## src/rtl/tmr_pkg.sv

```systemverilog
`timescale 1ns/1ps
package tmr_pkg;
  localparam int CNT_W  = 16;
  localparam int MODE_W = 16;
  localparam logic [CNT_W-1:0] CNT_MAX = {CNT_W{1'b1}};

  typedef enum logic [1:0] {
    SEL_COUNT   = 2'd0,
    SEL_CTRL    = 2'd1,
    SEL_COMPARE = 2'd2,
    SEL_NONE    = 2'd3
  } reg_sel_e;

  localparam int CB_HALT    = 0;
  localparam int CB_WRAP    = 3;
  localparam int CB_IE_CMP  = 4;
  localparam int CB_IE_OVF  = 5;
  localparam int CB_REPEAT  = 6;
  localparam int CB_SRC_A   = 8;
  localparam int CB_SRC_B   = 9;
  localparam int CB_ANY     = 10;
  localparam int CB_HIT_CMP = 11;
  localparam int CB_HIT_OVF = 12;
  localparam int CB_WR_TOP  = 9;

  typedef struct packed {
    logic [CNT_W-1:0] nxt;
    logic             at_cmp;
    logic             at_max;
  } step_t;

  function automatic step_t count_step(logic [CNT_W-1:0] cur,
                                       logic [CNT_W-1:0] cmp,
                                       logic wrap_on_cmp);
    step_t s;
    s.at_cmp = (cur == cmp);
    s.at_max = (cur == CNT_MAX);
    if (s.at_max || (s.at_cmp && wrap_on_cmp)) s.nxt = '0;
    else                                       s.nxt = cur + 1'b1;
    return s;
  endfunction

  function automatic logic irq_gate(logic ev_cmp, logic ev_ovf,
                                    logic en_cmp, logic en_ovf,
                                    logic rep, logic fired);
    return ((ev_cmp && en_cmp) || (ev_ovf && en_ovf)) && (rep || !fired);
  endfunction

  function automatic logic [MODE_W-1:0] ctrl_from_write(logic [CNT_W-1:0] w);
    logic [MODE_W-1:0] r;
    r = '0;
    r[CB_WR_TOP:0] = w[CB_WR_TOP:0];
    return r;
  endfunction

  function automatic logic [MODE_W-1:0] ctrl_after_events(logic [MODE_W-1:0] m,
                                                          logic rd_clr,
                                                          logic ev_cmp,
                                                          logic ev_ovf);
    logic [MODE_W-1:0] r;
    r = m;
    if (rd_clr) begin
      r[CB_HIT_CMP] = 1'b0;
      r[CB_HIT_OVF] = 1'b0;
    end
    r[CB_HIT_CMP] = r[CB_HIT_CMP] | ev_cmp;
    r[CB_HIT_OVF] = r[CB_HIT_OVF] | ev_ovf;
    r[CB_ANY]     = r[CB_ANY] | ev_cmp | ev_ovf;
    return r;
  endfunction
endpackage

```

## src/rtl/tmr_divider.sv

```systemverilog
`timescale 1ns/1ps
module tmr_divider #(
  parameter int DIV = 5
) (
  input  logic clk,
  input  logic rst_n,
  input  logic restart_i,
  output logic pulse_o
);
  localparam int DW = (DIV < 2) ? 1 : $clog2(DIV);
  localparam logic [DW-1:0] LAST = DW'(DIV - 1);

  logic [DW-1:0] ph_q;

  always_ff @(posedge clk or negedge rst_n) begin
    if (!rst_n)               ph_q <= '0;
    else if (restart_i)       ph_q <= '0;
    else if (ph_q == LAST)    ph_q <= '0;
    else                      ph_q <= ph_q + 1'b1;
  end

  assign pulse_o = (ph_q == LAST);

  AST_DIV_PHASE_RANGE: assert property (@(posedge clk) disable iff (!rst_n)
    ph_q <= LAST);
endmodule

```

## src/rtl/tmr_tick_sel.sv

```systemverilog
`timescale 1ns/1ps
module tmr_tick_sel #(
  parameter int CHAN     = 2,
  parameter int DOT_DIV  = 5,
  parameter int FAST_DIV = 8
) (
  input  logic clk,
  input  logic rst_n,
  input  logic restart_i,
  input  logic sel_a_i,
  input  logic sel_b_i,
  input  logic halt_i,
  input  logic alt_tick_i,
  output logic tick_o
);
  generate
    if (CHAN == 0) begin : g_dot
      logic dot_pulse;
      tmr_divider #(.DIV(DOT_DIV)) u_div (
        .clk(clk), .rst_n(rst_n), .restart_i(restart_i), .pulse_o(dot_pulse));
      assign tick_o = sel_a_i ? dot_pulse : 1'b1;
    end else if (CHAN == 1) begin : g_line
      assign tick_o = sel_a_i ? alt_tick_i : 1'b1;
    end else begin : g_fast
      logic fast_pulse;
      tmr_divider #(.DIV(FAST_DIV)) u_div (
        .clk(clk), .rst_n(rst_n), .restart_i(restart_i), .pulse_o(fast_pulse));
      assign tick_o = halt_i ? 1'b0 : (sel_b_i ? fast_pulse : 1'b1);
    end
  endgenerate
endmodule

```

## src/rtl/tmr_count_unit.sv

```systemverilog
`timescale 1ns/1ps
module tmr_count_unit
  import tmr_pkg::*;
(
  input  logic             clk,
  input  logic             rst_n,
  input  logic             tick_i,
  input  logic             restart_i,
  input  logic             cnt_wr_i,
  input  logic             cmp_wr_i,
  input  logic [CNT_W-1:0] wdata_i,
  input  logic             wrap_on_cmp_i,
  output logic [CNT_W-1:0] count_o,
  output logic [CNT_W-1:0] compare_o,
  output logic             ev_cmp_o,
  output logic             ev_ovf_o
);
  logic [CNT_W-1:0] cnt_q, cmp_q;
  step_t            step;
  logic             hold;

  assign step     = count_step(cnt_q, cmp_q, wrap_on_cmp_i);
  assign hold     = restart_i | cnt_wr_i;
  assign ev_cmp_o = tick_i & ~hold & step.at_cmp;
  assign ev_ovf_o = tick_i & ~hold & step.at_max;

  always_ff @(posedge clk or negedge rst_n) begin
    if (!rst_n)         cnt_q <= '0;
    else if (restart_i) cnt_q <= '0;
    else if (cnt_wr_i)  cnt_q <= wdata_i;
    else if (tick_i)    cnt_q <= step.nxt;
  end

  always_ff @(posedge clk or negedge rst_n) begin
    if (!rst_n)        cmp_q <= '0;
    else if (cmp_wr_i) cmp_q <= wdata_i;
  end

  assign count_o   = cnt_q;
  assign compare_o = cmp_q;

  AST_OVF_TO_ZERO: assert property (@(posedge clk) disable iff (!rst_n)
    ev_ovf_o |=> (cnt_q == '0));
  AST_CMP_WRAP_ZERO: assert property (@(posedge clk) disable iff (!rst_n)
    (ev_cmp_o && wrap_on_cmp_i) |=> (cnt_q == '0));
  AST_CMP_WR_KEEPS: assert property (@(posedge clk) disable iff (!rst_n)
    (cmp_wr_i && !hold && !tick_i) |=> $stable(cnt_q));
endmodule

```

## src/rtl/tmr_irq_unit.sv

```systemverilog
`timescale 1ns/1ps
module tmr_irq_unit
  import tmr_pkg::*;
(
  input  logic clk,
  input  logic rst_n,
  input  logic rearm_i,
  input  logic ev_cmp_i,
  input  logic ev_ovf_i,
  input  logic en_cmp_i,
  input  logic en_ovf_i,
  input  logic repeat_i,
  output logic irq_o
);
  logic fire, fired_q, irq_q;

  assign fire = irq_gate(ev_cmp_i, ev_ovf_i, en_cmp_i, en_ovf_i, repeat_i, fired_q);

  always_ff @(posedge clk or negedge rst_n) begin
    if (!rst_n) begin
      irq_q   <= 1'b0;
      fired_q <= 1'b0;
    end else begin
      irq_q <= fire;
      if (rearm_i)   fired_q <= 1'b0;
      else if (fire) fired_q <= 1'b1;
    end
  end

  assign irq_o = irq_q;

  AST_IRQ_HAS_CAUSE: assert property (@(posedge clk) disable iff (!rst_n)
    irq_q |-> $past(ev_cmp_i || ev_ovf_i));
  AST_ONE_SHOT_QUIET: assert property (@(posedge clk) disable iff (!rst_n)
    (!repeat_i && fired_q && !rearm_i) |=> !irq_q);
endmodule

```

## src/rtl/tmr_channel.sv

```systemverilog
`timescale 1ns/1ps
module tmr_channel
  import tmr_pkg::*;
#(
  parameter int CHAN     = 2,
  parameter int DOT_DIV  = 5,
  parameter int FAST_DIV = 8,
  parameter int BUS_W    = 32
) (
  input  logic             clk,
  input  logic             rst_n,
  input  logic             alt_tick_i,
  input  logic             bus_wr_i,
  input  logic             bus_rd_i,
  input  logic [1:0]       bus_addr_i,
  input  logic [BUS_W-1:0] bus_wdata_i,
  output logic [CNT_W-1:0] bus_rdata_o,
  output logic             irq_o
);
  logic [MODE_W-1:0] ctrl_q;
  logic [CNT_W-1:0]  wdata16, count, compare;
  logic              wr_cnt, wr_ctrl, wr_cmp, rd_ctrl;
  logic              tick, ev_cmp, ev_ovf;

  assign wdata16 = bus_wdata_i[CNT_W-1:0];
  assign wr_cnt  = bus_wr_i && (bus_addr_i == SEL_COUNT);
  assign wr_ctrl = bus_wr_i && (bus_addr_i == SEL_CTRL);
  assign wr_cmp  = bus_wr_i && (bus_addr_i == SEL_COMPARE);
  assign rd_ctrl = bus_rd_i && (bus_addr_i == SEL_CTRL);

  always_ff @(posedge clk or negedge rst_n) begin
    if (!rst_n)       ctrl_q <= '0;
    else if (wr_ctrl) ctrl_q <= ctrl_from_write(wdata16);
    else              ctrl_q <= ctrl_after_events(ctrl_q, rd_ctrl, ev_cmp, ev_ovf);
  end

  tmr_tick_sel #(.CHAN(CHAN), .DOT_DIV(DOT_DIV), .FAST_DIV(FAST_DIV)) u_tick (
    .clk(clk), .rst_n(rst_n), .restart_i(wr_ctrl),
    .sel_a_i(ctrl_q[CB_SRC_A]), .sel_b_i(ctrl_q[CB_SRC_B]),
    .halt_i(ctrl_q[CB_HALT]), .alt_tick_i(alt_tick_i), .tick_o(tick));

  tmr_count_unit u_count (
    .clk(clk), .rst_n(rst_n), .tick_i(tick), .restart_i(wr_ctrl),
    .cnt_wr_i(wr_cnt), .cmp_wr_i(wr_cmp), .wdata_i(wdata16),
    .wrap_on_cmp_i(ctrl_q[CB_WRAP]), .count_o(count), .compare_o(compare),
    .ev_cmp_o(ev_cmp), .ev_ovf_o(ev_ovf));

  tmr_irq_unit u_irq (
    .clk(clk), .rst_n(rst_n), .rearm_i(wr_ctrl),
    .ev_cmp_i(ev_cmp), .ev_ovf_i(ev_ovf),
    .en_cmp_i(ctrl_q[CB_IE_CMP]), .en_ovf_i(ctrl_q[CB_IE_OVF]),
    .repeat_i(ctrl_q[CB_REPEAT]), .irq_o(irq_o));

  always_comb begin
    case (bus_addr_i)
      SEL_COUNT:   bus_rdata_o = count;
      SEL_CTRL:    bus_rdata_o = ctrl_q;
      SEL_COMPARE: bus_rdata_o = compare;
      default:     bus_rdata_o = '0;
    endcase
  end

  AST_RD_CLEARS_HITS: assert property (@(posedge clk) disable iff (!rst_n)
    (rd_ctrl && !wr_ctrl && !ev_cmp && !ev_ovf)
      |=> (ctrl_q[CB_HIT_OVF] == 1'b0 && ctrl_q[CB_HIT_CMP] == 1'b0));

  generate
    if (CHAN == 2) begin : g_halt_chk
      AST_HALT_FROZEN: assert property (@(posedge clk) disable iff (!rst_n)
        (ctrl_q[CB_HALT] && !wr_cnt && !wr_ctrl) |=> $stable(count));
    end
  endgenerate
endmodule

```

## config.mk

```make
export PLATFORM = sky130hd
export DESIGN_NAME = tmr_channel
export DESIGN_NICKNAME = d
export VERILOG_FILES = /design/src/rtl/tmr_pkg.sv /design/src/rtl/tmr_divider.sv /design/src/rtl/tmr_tick_sel.sv /design/src/rtl/tmr_count_unit.sv /design/src/rtl/tmr_irq_unit.sv /design/src/rtl/tmr_channel.sv
export SDC_FILE = /design/constraint.sdc
export NUM_CORES = 1
export LEC_CHECK = 0
export ABC_AREA = 1
export BUFFER_PORTS_ARGS = -buffer_cell sky130_fd_sc_hd__buf_4
export CORE_ASPECT_RATIO = 2
export CORE_UTILIZATION = 40
export DETAILED_ROUTE_END_ITERATION = 8
export GPL_TIMING_DRIVEN = 1
export PLACE_DENSITY_LB_ADDON = 0.08
export SYNTH_ARGS = -nofsm -noshare
export SYNTH_HDL_FRONTEND = slang
export SYNTH_HIERARCHICAL = 1
export SYNTH_SLANG_ARGS = --single-unit
```

## constraint.sdc

```tcl
create_clock -name clk -period 1.7 [get_ports clk]
set_input_delay 0.085 -clock clk [delete_from_list [all_inputs] [get_ports clk]]
set_output_delay 0.085 -clock clk [all_outputs]
set_load 0.01 [all_outputs]
```

### Word-level counts from Yosys, hierarchy flattened

Cells that the tools add are included.

| storage, ports and cells | value |
|---|---|
| register bits after elaboration | 50 |
| bits of input ports | 39 |

| operators by class | value |
|---|---|
| $add $sub $neg | 2 |
| equal/unequal tests | 5 |
| multiplexer cells | 14 |
| bitwise logic cells | 9 |
| reductions and logical operators | 15 |

Operator list:

| cell | count |
|---|---|
| two-way mux 16 bit | 4 |
| case mux 16 bit (3 select lines) | 1 |
| adder 16 x 1 -> 16 bit, second input constant | 1 |
| equality test 16 bit | 1 |
| equality test 16 bit, second input constant | 1 |
| two-way mux 13 bit | 1 |
| logical AND 1 bit | 8 |
| two-way mux 3 bit | 2 |
| bitwise OR 1 bit | 5 |
| two-way mux 1 bit | 4 |
| two-way mux 2 bit | 2 |
| adder 3 x 1 -> 3 bit, second input constant | 1 |
| AND 1 bit | 3 |
| equality test 3 bit, second input constant | 1 |
| logical OR 1 bit | 3 |
| nonzero test 3 bit | 1 |
| equality test 2 x 1 -> 1 bit, second input constant | 1 |
| equality test 2 bit, second input constant | 1 |
| logical NOT 2 bit | 1 |
| nonzero test 2 bit | 1 |
| logical NOT 1 bit | 1 |
| NOT 1 bit | 1 |

### Depth between registers and ports, before layout

Gate-level depths: netlist of the first run.

| logic depth | value |
|---|---|
| word-level depth | 11 |
| depth in mapped cells | 13 |
| gate-level depth less buffers | 12 |

### Modules after synthesis

Netlist of the first run, hierarchy kept.

By module, submodules not included:

| module | instances | cells each | area each (um^2) | seq. area each (um^2) |
|---|---|---|---|---|
| tmr_count_unit | 1 | 345 | 2,244.7 | 800.8 |
| tmr_channel | 1 | 129 | 803.3 | 325.3 |
| tmr_divider | 1 | 13 | 132.6 | 75.1 |
| tmr_irq_unit | 1 | 12 | 90.1 | 50.0 |
| tmr_tick_sel | 1 | 2 | 12.5 | 0.0 |

### Worst setup path before layout of the first run

No wires, ideal clock.

| path | value |
|---|---|
| path kind | register to register |
| from | register u_tick.g_fast.u_div.ph_q[0] |
| to | register u_count.cnt_q[0] (netlist: u_count/count_o[0]) |
| library setup time | 0.116 ns |
| data arrival time | 1.568 ns |
| required time | 1.584 ns |
| path slack | 0.016 ns |
| cell stages (with the launch flop) | 10 |
| path buffers | 1 |
| cells stage by stage | dfrtp_1 -> ha_1 -> ha_1 -> inv_1 -> a21oi_2 -> nor3_2 -> nor2_1 -> buf_6 -> nand2_1 -> nand2_1 |

| between the ends | value |
|---|---|
| word-level cells in the longest chain between the ends | 4 |

RTL lines:

| item | RTL line | source |
|---|---|---|
| start: declaration | tmr_divider.sv:13 | `logic [DW-1:0] ph_q;` |
| start signal: assignment | tmr_divider.sv:19 | `else ph_q <= ph_q + 1'b1;` |
| equality test 3 bit | tmr_divider.sv:22 | `assign pulse_o = (ph_q == LAST);` |
| named net u_tick.g_fast.fast_pulse | tmr_tick_sel.sv:25 | `logic fast_pulse;` |
| two-way mux 1 bit (2 in a row) | tmr_tick_sel.sv:28 | `assign tick_o = halt_i ? 1'b0 : (sel_b_i ? fast_pulse : 1'b1);` |
| named net tick | tmr_channel.sv:23 | `logic tick, ev_cmp, ev_ovf;` |
| nonzero test 3 bit (no line) | -- |  |
| end signal: assignment | tmr_count_unit.sv:30 | `else if (cnt_wr_i) cnt_q <= wdata_i;` |
| end signal: assignment | tmr_count_unit.sv:31 | `else if (tick_i) cnt_q <= step.nxt;` |
| end: declaration | tmr_count_unit.sv:18 | `logic [CNT_W-1:0] cnt_q, cmp_q;` |

The timed path passes the listed nets, and every way through them passes these cells.
A chain may end at the register's enable or synchronous reset.

### Worst setup path after layout of the first run

| path | value |
|---|---|
| from | register u_count.cnt_q[6] (netlist: u_count/count_o[6]) |
| to | register u_count.cnt_q[15] (netlist: u_count/count_o[15]) |

| between the ends | value |
|---|---|
| word-level cells in the longest chain between the ends | 7 |
| elaborated cells on any way between the ends | 9 |
| classes of those cells | add/sub: 1; eq/ne: 2; mux: 4; reduce/logical: 2 |

RTL lines:

| item | RTL line | source |
|---|---|---|
| parallel branches: the longest is 3 deep, another holds adder 16 x 1 -> 16 bit | -- |  |
| two-way mux 16 bit (*) | tmr_pkg.sv:38 | `if (s.at_max \|\| (s.at_cmp && wrap_on_cmp)) s.nxt = '0;` |
| two-way mux 16 bit (*) | tmr_count_unit.sv:31 |  |
| two-way mux 16 bit (*) | tmr_count_unit.sv:30 |  |
| two-way mux 16 bit (*) | tmr_count_unit.sv:29 | `else if (restart_i) cnt_q <= '0;` |

Every way passes the cells marked *. The select of a mux whose other input is x is not followed.

==> results of run 1 <==
-- per-layer routing --
layer,global-route usage (%),up-vias
met4,10.51,0
li1,-,1687
met2,45.38,42
met5,0,-
met3,3.409,16
met1,25.29,1566
-- placed cells by master (no fill, tap or decap), types with 6 or more instances in the layout --
master,n
inv_2,6
inv_1,42
nor2_1,36
nand2_2,8
nand2_1,241
o21ai_0,16
dfrtp_1,44
a21oi_1,6
nand3_2,13
nor2_2,10
buf_4,79
dfrtp_2,6
nand3_1,26
-- layout make-up --
| cell class | instances | area [µm²] |
|---|---|---|
| repair buffers | 86 | 678.2 |
| fillers | 827 | 3724 |
| clock inverters | 1 | 30.03 |
| multi-input cells | 386 | 1813 |
| inverters | 48 | 180.2 |
| flip-flops and latches | 50 | 1259 |
| clock buffers | 6 | 138.9 |
| well taps | 96 | 120.1 |
-- metrics by stage --
step | std cells | setup slack [ns]
5_1_grt | 673 | -0.06904
3_3_place_gp | 653 | -0.009420
4_1_cts | 662 | -0.007854
3_5_place_dp | 653 | -0.007347
6_report | 673 | 0.02104
2_1_floorplan | 501 | 0.01570
-- logic make-up after synthesis --
logic type / share of synthesized area (%)
xor+xnor: 1.601
fa+ha+maj: 1.143
simple gates: 44.28
mux: 1.372
buf+inv: 8.956
compound gates: 4.535
flops: 38.11
-- state kept, by name, summed over array words and instances, names as in the netlist --
signal                    cells
u_count/count_o              16
u_irq/irq_o                   1
u_irq/fired_q                 1
ctrl_q                       13
u_tick/g_fast.u_div/ph_q      3
u_count/compare_o            16
-- worst min-delay path: stages --
cell and delay (ns):
buf_4 0.08, nand2_1 0.04, o21ai_0 0.06
-- power by group --
group | total, mW | internal [mW] | switching, mW
sequential | 1.82 | 1.50 | 0.319
clock | 1.17 | 0.727 | 0.443
combinational | 2.23 | 1.06 | 1.17
total | 5.22 | 3.28 | 1.93
-- timing repair --
item,CTS,global route
gates resized for setup,3,25
pin swaps,0,13
cloned,0,1
hold buffers,2,0
buffers inserted,0,10
endpoints found under the setup margin,10,20
endpoints found under the hold margin,51,0
-- final timing paths --
path                                                start                                    end  cells after the start
min reg2reg                         ctrl_q[7]$_DFFE_PN0P_                  ctrl_q[7]$_DFFE_PN0P_                      2
max                        u_count/count_o[6]$_DFFE_PN0P_        u_count/count_o[15]$_DFFE_PN0P_                     10
min                                       bus_wdata_i[11]      u_count/compare_o[11]$_DFFE_PN0P_                      3
min in group asynchronous                           rst_n  u_tick/g_fast.u_div/ph_q[2]$_DFF_PN0_                      2
max reg2reg                u_count/count_o[6]$_DFFE_PN0P_        u_count/count_o[15]$_DFFE_PN0P_                     10
max in group asynchronous                           rst_n         u_count/count_o[7]$_DFFE_PN0P_                      2
==> impl_metrics.json, run 1 <==
{
  "status": "completed",
  "diodes": 0,
  "dieArea_mm2": 0.008596,
  "synth_seq_area_share_pct": 38.11,
  "grt_util_all_layers_pct": 23.96,
  "clk_pin_slew_worst_paths_ns": 0.07,
  "fin_setup_tns_ns": 0,
  "worst_slew_pin_slew_ns": 0.6609,
  "syn_area_mm2": 0.003283,
  "cts.root.buffer_cell": "clkbuf_16",
  "hold_violations": 0,
  "synth-seq-cells": 50,
  "rsz0062_at_grt": "yes",
  "antenna_found_initial": 0,
  "final_area_mm2": 0.004219,
  "dp.final_hpwl_mm": 6.893,
  "core_mm2": 0.007943,
  "start_kind": "register",
  "synthToLayoutAreaGrowth_pct": 28.51,
  "powerDensity_mw_per_mm2": 1237,
  "critPathTopFamily": "simple AND/OR/NAND/NOR gates",
  "power.leakage_nw": 2.227,
  "vias": 3311,
  "hold-worst-slack_ns": 0.008595,
  "clock_skew_ns": 0.009752,
  "fmax_mhz": 595.6,
  "top_layer": "met4",
  "yosys.area.top_type": "dfrtp_1",
  "ys_top_cells_by_count": "nand2_1, dfrtp_1, inv_1",
  "drc_errors": 0,
  "peakVddDrop_mv": 0.7111,
  "drv_slew": 0,
  "dr.pass1.iters": 4,
  "route.detailed.wl_per_inst_um": 14.22,
  "end_kind": "register",
  "crit_path_frequent_cell": "nand2_1",
  "met3_length_um": 168,
  "ys_warn_count": 6,
  "synth_flop_cell": "dfrtp_1",
  "yosysTopAreaCellShare_pct": 38.11,
  "grt_pass1_vias": 3199,
  "crit_fanout": 8,
  "rows": 46,
  "placed_cell_area_mm2": 0.003867,
  "clock_sinks": 50,
  "max_stage_delay_ns": 0.45,
  "dr_wl_met2_mm": 5.338,
  "gp_congestion": 0.8916,
  "wl_met1_mm": 3.791,
  "synthCells": 501,
  "synth-edff-count": 0,
  "fin_util_pct": 53.12,
  "layout_min_cycle_time_ns": 1.679,
  "drt_iter0_drc": 155,
  "crit_arrival_ns": 1.86,
  "clock_latency_ns": 0.30,
  "wl_mm": 9.571,
  "numCtsBuffers": 5,
  "fin_nets": 619,
  "layout-drive-gt1-share_pct": 25.48,
  "synthTopCellsByArea": "dfrtp_1, nand2_1, inv_1, nor2_1, nand3_1",
  "fp.dieH_um": 130.1,
  "grt_max_degree": 51,
  "portBuffers": 38,
  "rrSetupSlack_ns": 0.02,
  "yosys.cell_count.top_type": "nand2_1",
  "ctsLongestPathBuffers": 2,
  "hp-class": "in2reg",
  "antenna_left": 0,
  "die_w_um": 66.06,
  "avgSynthCellArea_um2": 6.553,
  "cap_viol_max_count": 0,
  "fin_crit_sh_pct": 98.76,
  "cts_tree": "done",
  "grt_first_pass_wirelength_mm": 15.31,
  "crit_required_ns": 1.88,
  "max-slew-margin-rel_pct": 55.94,
  "critical-path-slowest-cell": "dfrtp_2",
  "synth_cell_type_count": 28,
  "report.power.total_mw": 5.217,
  "vias_per_cell": 4.920,
  "synth_nets": 543,
  "htreeDepth": 2,
  "worstPathCellList": "xor2_1 > nor2_1 > nand2_2 > nor2_4 > buf_4 > nand3_4 > nand3_2 > nand2_1 > nand2_1 > nand2_1",
  "crit_buf_inv": 1,
  "initial_core_util_pct": 41.34,
  "pin_count": 56,
  "gr-total-overflow": 0,
  "critical_path_class": "reg2reg",
  "postSynth.asyncResetShare_pct": 100.0,
  "setup_viol": 0
}
Note: power is estimated with default switching activity, not from simulation.
==> inputs of run 2 (changes only) <==
==> constraint.sdc (replaced) <==
create_clock -name clk -period 1.7 [get_ports clk]
set_input_delay 0.17 -clock clk [delete_from_list [all_inputs] [get_ports clk]]
set_output_delay 0.17 -clock clk [all_outputs]
set_load 0.01 [all_outputs]
==> run 2 against run 1 <==
  * Routed wire length grew 1.3%
  * Maximum frequency grew 0.59%
  * Sequential cell count is the same
  * Global-route usage shrank 0.35 points
  * Design area grew 1.7%
  * Setup slack gained 0.0099 ns
  * Via count grew 0.30%
  * Largest power group unchanged
==> impl_metrics.json, run 2 (synthesis results as in run 1) <==
{
  "hold_violations": 0,
  "cts.root.buffer_cell": "clkbuf_16",
  "regArea_mm2": 0.001259,
  "report.power.total_mw": 5.100,
  "clock_latency_ns": 0.30,
  "htreeDepth": 2,
  "final_common_cell": "nand2_1",
  "hold-worst-slack_ns": 0.08504,
  "pin_count": 56,
  "clk_pin_slew_worst_paths_ns": 0.07,
  "drv_slew": 0,
  "powerDensity_mw_per_mm2": 1188,
  "power.switching_mw": 1.961,
  "rsz0062_at_grt": "yes",
  "grt_pass1_vias": 3117,
  "crit_fanout": 8,
  "drt_iter0_drc": 169,
  "crit_buf_inv": 2,
  "max-slew-margin-rel_pct": 53.71,
  "status": "completed",
  "p_int_mw": 3.139,
  "clkPwrFrac_pct": 20.3,
  "grt_max_degree": 51,
  "multiInputGateArea_mm2": 0.001859,
  "fin_crit_sh_pct": 98.18,
  "antenna_left": 0,
  "power_frac_comb_pct": 43.6,
  "worst_slew_pin_slew_ns": 0.6944,
  "grt_first_pass_wirelength_mm": 15.08,
  "final_cells": 675,
  "die_w_um": 66.06,
  "vias": 3321,
  "final_cell_mix": "nand2_1, buf_4, dfrtp_1, inv_1, nor2_1",
  "dr.pass1.iters": 4,
  "numCtsBuffers": 5,
  "start_kind": "register",
  "end_kind": "register",
  "worstPathCellList": "inv_1 > nand2_1 > nand2_1 > nor2_1 > nand2_2 > nor2_4 > buf_6 > nand3_4 > nand3_2 > nand2_1 > nand2_1 > nand2_1",
  "layout_min_cycle_time_ns": 1.669,
  "portBuffers": 38,
  "fp.dieH_um": 130.1,
  "cap_viol_max_count": 0,
  "crit_arrival_ns": 1.85,
  "ctsLongestPathBuffers": 2,
  "critPathTopFamily": "simple AND/OR/NAND/NOR gates",
  "critical_path_class": "reg2reg",
  "critical-path-slowest-cell": "dfrtp_2",
  "fmax_mhz": 599.1,
  "crit_required_ns": 1.88,
  "setup_viol": 0,
  "synthToLayoutAreaGrowth_pct": 30.72,
  "power.leakage_nw": 2.236,
  "max_stage_delay_ns": 0.43,
  "clock_skew_ns": 0.005383,
  "setup_ws_ns": 0.03091,
  "dp.final_hpwl_mm": 6.911,
  "fin_nets": 620,
  "rrSetupSlack_ns": 0.03,
  "crit_path_frequent_cell": "nand2_1",
  "diodes": 0,
  "peakVddDrop_mv": 0.6951,
  "cts_tree": "done",
  "fill_cells": 825,
  "dieArea_mm2": 0.008596,
  "gr-total-overflow": 0,
  "wl_mm": 9.693,
  "rows": 46,
  "p_seq_share_pct": 36.0,
  "placement.setup.worst_slack_ns": -0.08291,
  "dp.cells": 658,
  "drc_errors": 0,
  "gp_congestion": 0.8865,
  "antenna_found_initial": 0,
  "clock_sinks": 50,
  "initial_core_util_pct": 41.34,
  "grt_util_all_layers_pct": 23.61,
  "switching_share_pct": 38.45,
  "vias_per_cell": 4.920,
  "fin_setup_tns_ns": 0,
  "hp-class": "in2reg",
  "layout-drive-gt1-share_pct": 26.60,
  "route.detailed.wl_per_inst_um": 14.36,
  "core_mm2": 0.007943
}
[run 2: cell types whose count changed in the layout (fill, tap and decap cells not counted), sizes merged]
cell         previous run  this run
dlygate4sd3             2         1
buf                    84        85
clkbuf                  6         8
clkinv                  0         1
bufinv                  1         0
[run 2: routing by layer]
layer  wire (µm)  GRT usage (%)
met3         197          3.147
met5           0              0
met4         386          12.39
met1        3768          25.03
met2        5340          43.76
[run 2: path summary, 6_finish.rpt]
kind,startpoint,endpoint,cells after the start
max,u_count/count_o[8]$_DFFE_PN0P_,u_count/count_o[6]$_DFFE_PN0P_,12
min,bus_wdata_i[11],u_count/compare_o[11]$_DFFE_PN0P_,3
max reg2reg,u_count/count_o[8]$_DFFE_PN0P_,u_count/count_o[6]$_DFFE_PN0P_,12
min reg2reg,u_tick/g_fast.u_div/ph_q[0]$_DFF_PN0_,u_tick/g_fast.u_div/ph_q[0]$_DFF_PN0_,1
max in group asynchronous,rst_n,u_count/count_o[6]$_DFFE_PN0P_,2
min in group asynchronous,rst_n,u_tick/g_fast.u_div/ph_q[1]$_DFF_PN0_,2
[run 2: final cells by class]
cell class	count	share of cell area, %
Clock buffer	7	3.324
Inverter	48	4.198
Sequential cell	50	29.33
Multi-Input combinational cell	386	43.32
Timing Repair Buffer	87	16.91
Tap cell	96	2.799
Clock inverter	1	0.1166
[run 2: worst reg2reg max path, cell delays in order (launching register included)]
cell and delay [ns]:
dfrtp_2 0.43, inv_1 0.05, nand2_1 0.05, nand2_1 0.05, nor2_1 0.12, nand2_2 0.10, nor2_4 0.20, buf_6 0.14
nand3_4 0.15, nand3_2 0.12, nand2_1 0.05, nand2_1 0.05, nand2_1 0.05
[run 2: power by group through the flow]
stage                     Sequential (mW)  Clock (mW)  Combinational (mW)
after global placement               1.83           0                1.99
after CTS                            1.82        1.07                2.05
final                                1.84        1.04                2.23
after detailed placement             1.84           0                2.03
after global routing                 1.88        1.11                2.49
after floorplan                      1.77           0                1.27
[run 2: repair_timing]
item	4_1_cts	5_1_grt
setup endpoints to repair	11	21
buffers inserted	0	6
cloned	0	2
resized for setup	7	36
hold buffers	1	0
pin swaps	0	15
endpoints found under the hold margin	50	0
[run 2: through the flow]
stage                     cell area (µm²)  utilization, %
after floorplan                      3283               -
after global placement               3918           49.32
after detailed placement             3918           49.32
after CTS                            4099           51.61
after global routing                 4292           54.03
final                                4292           54.03
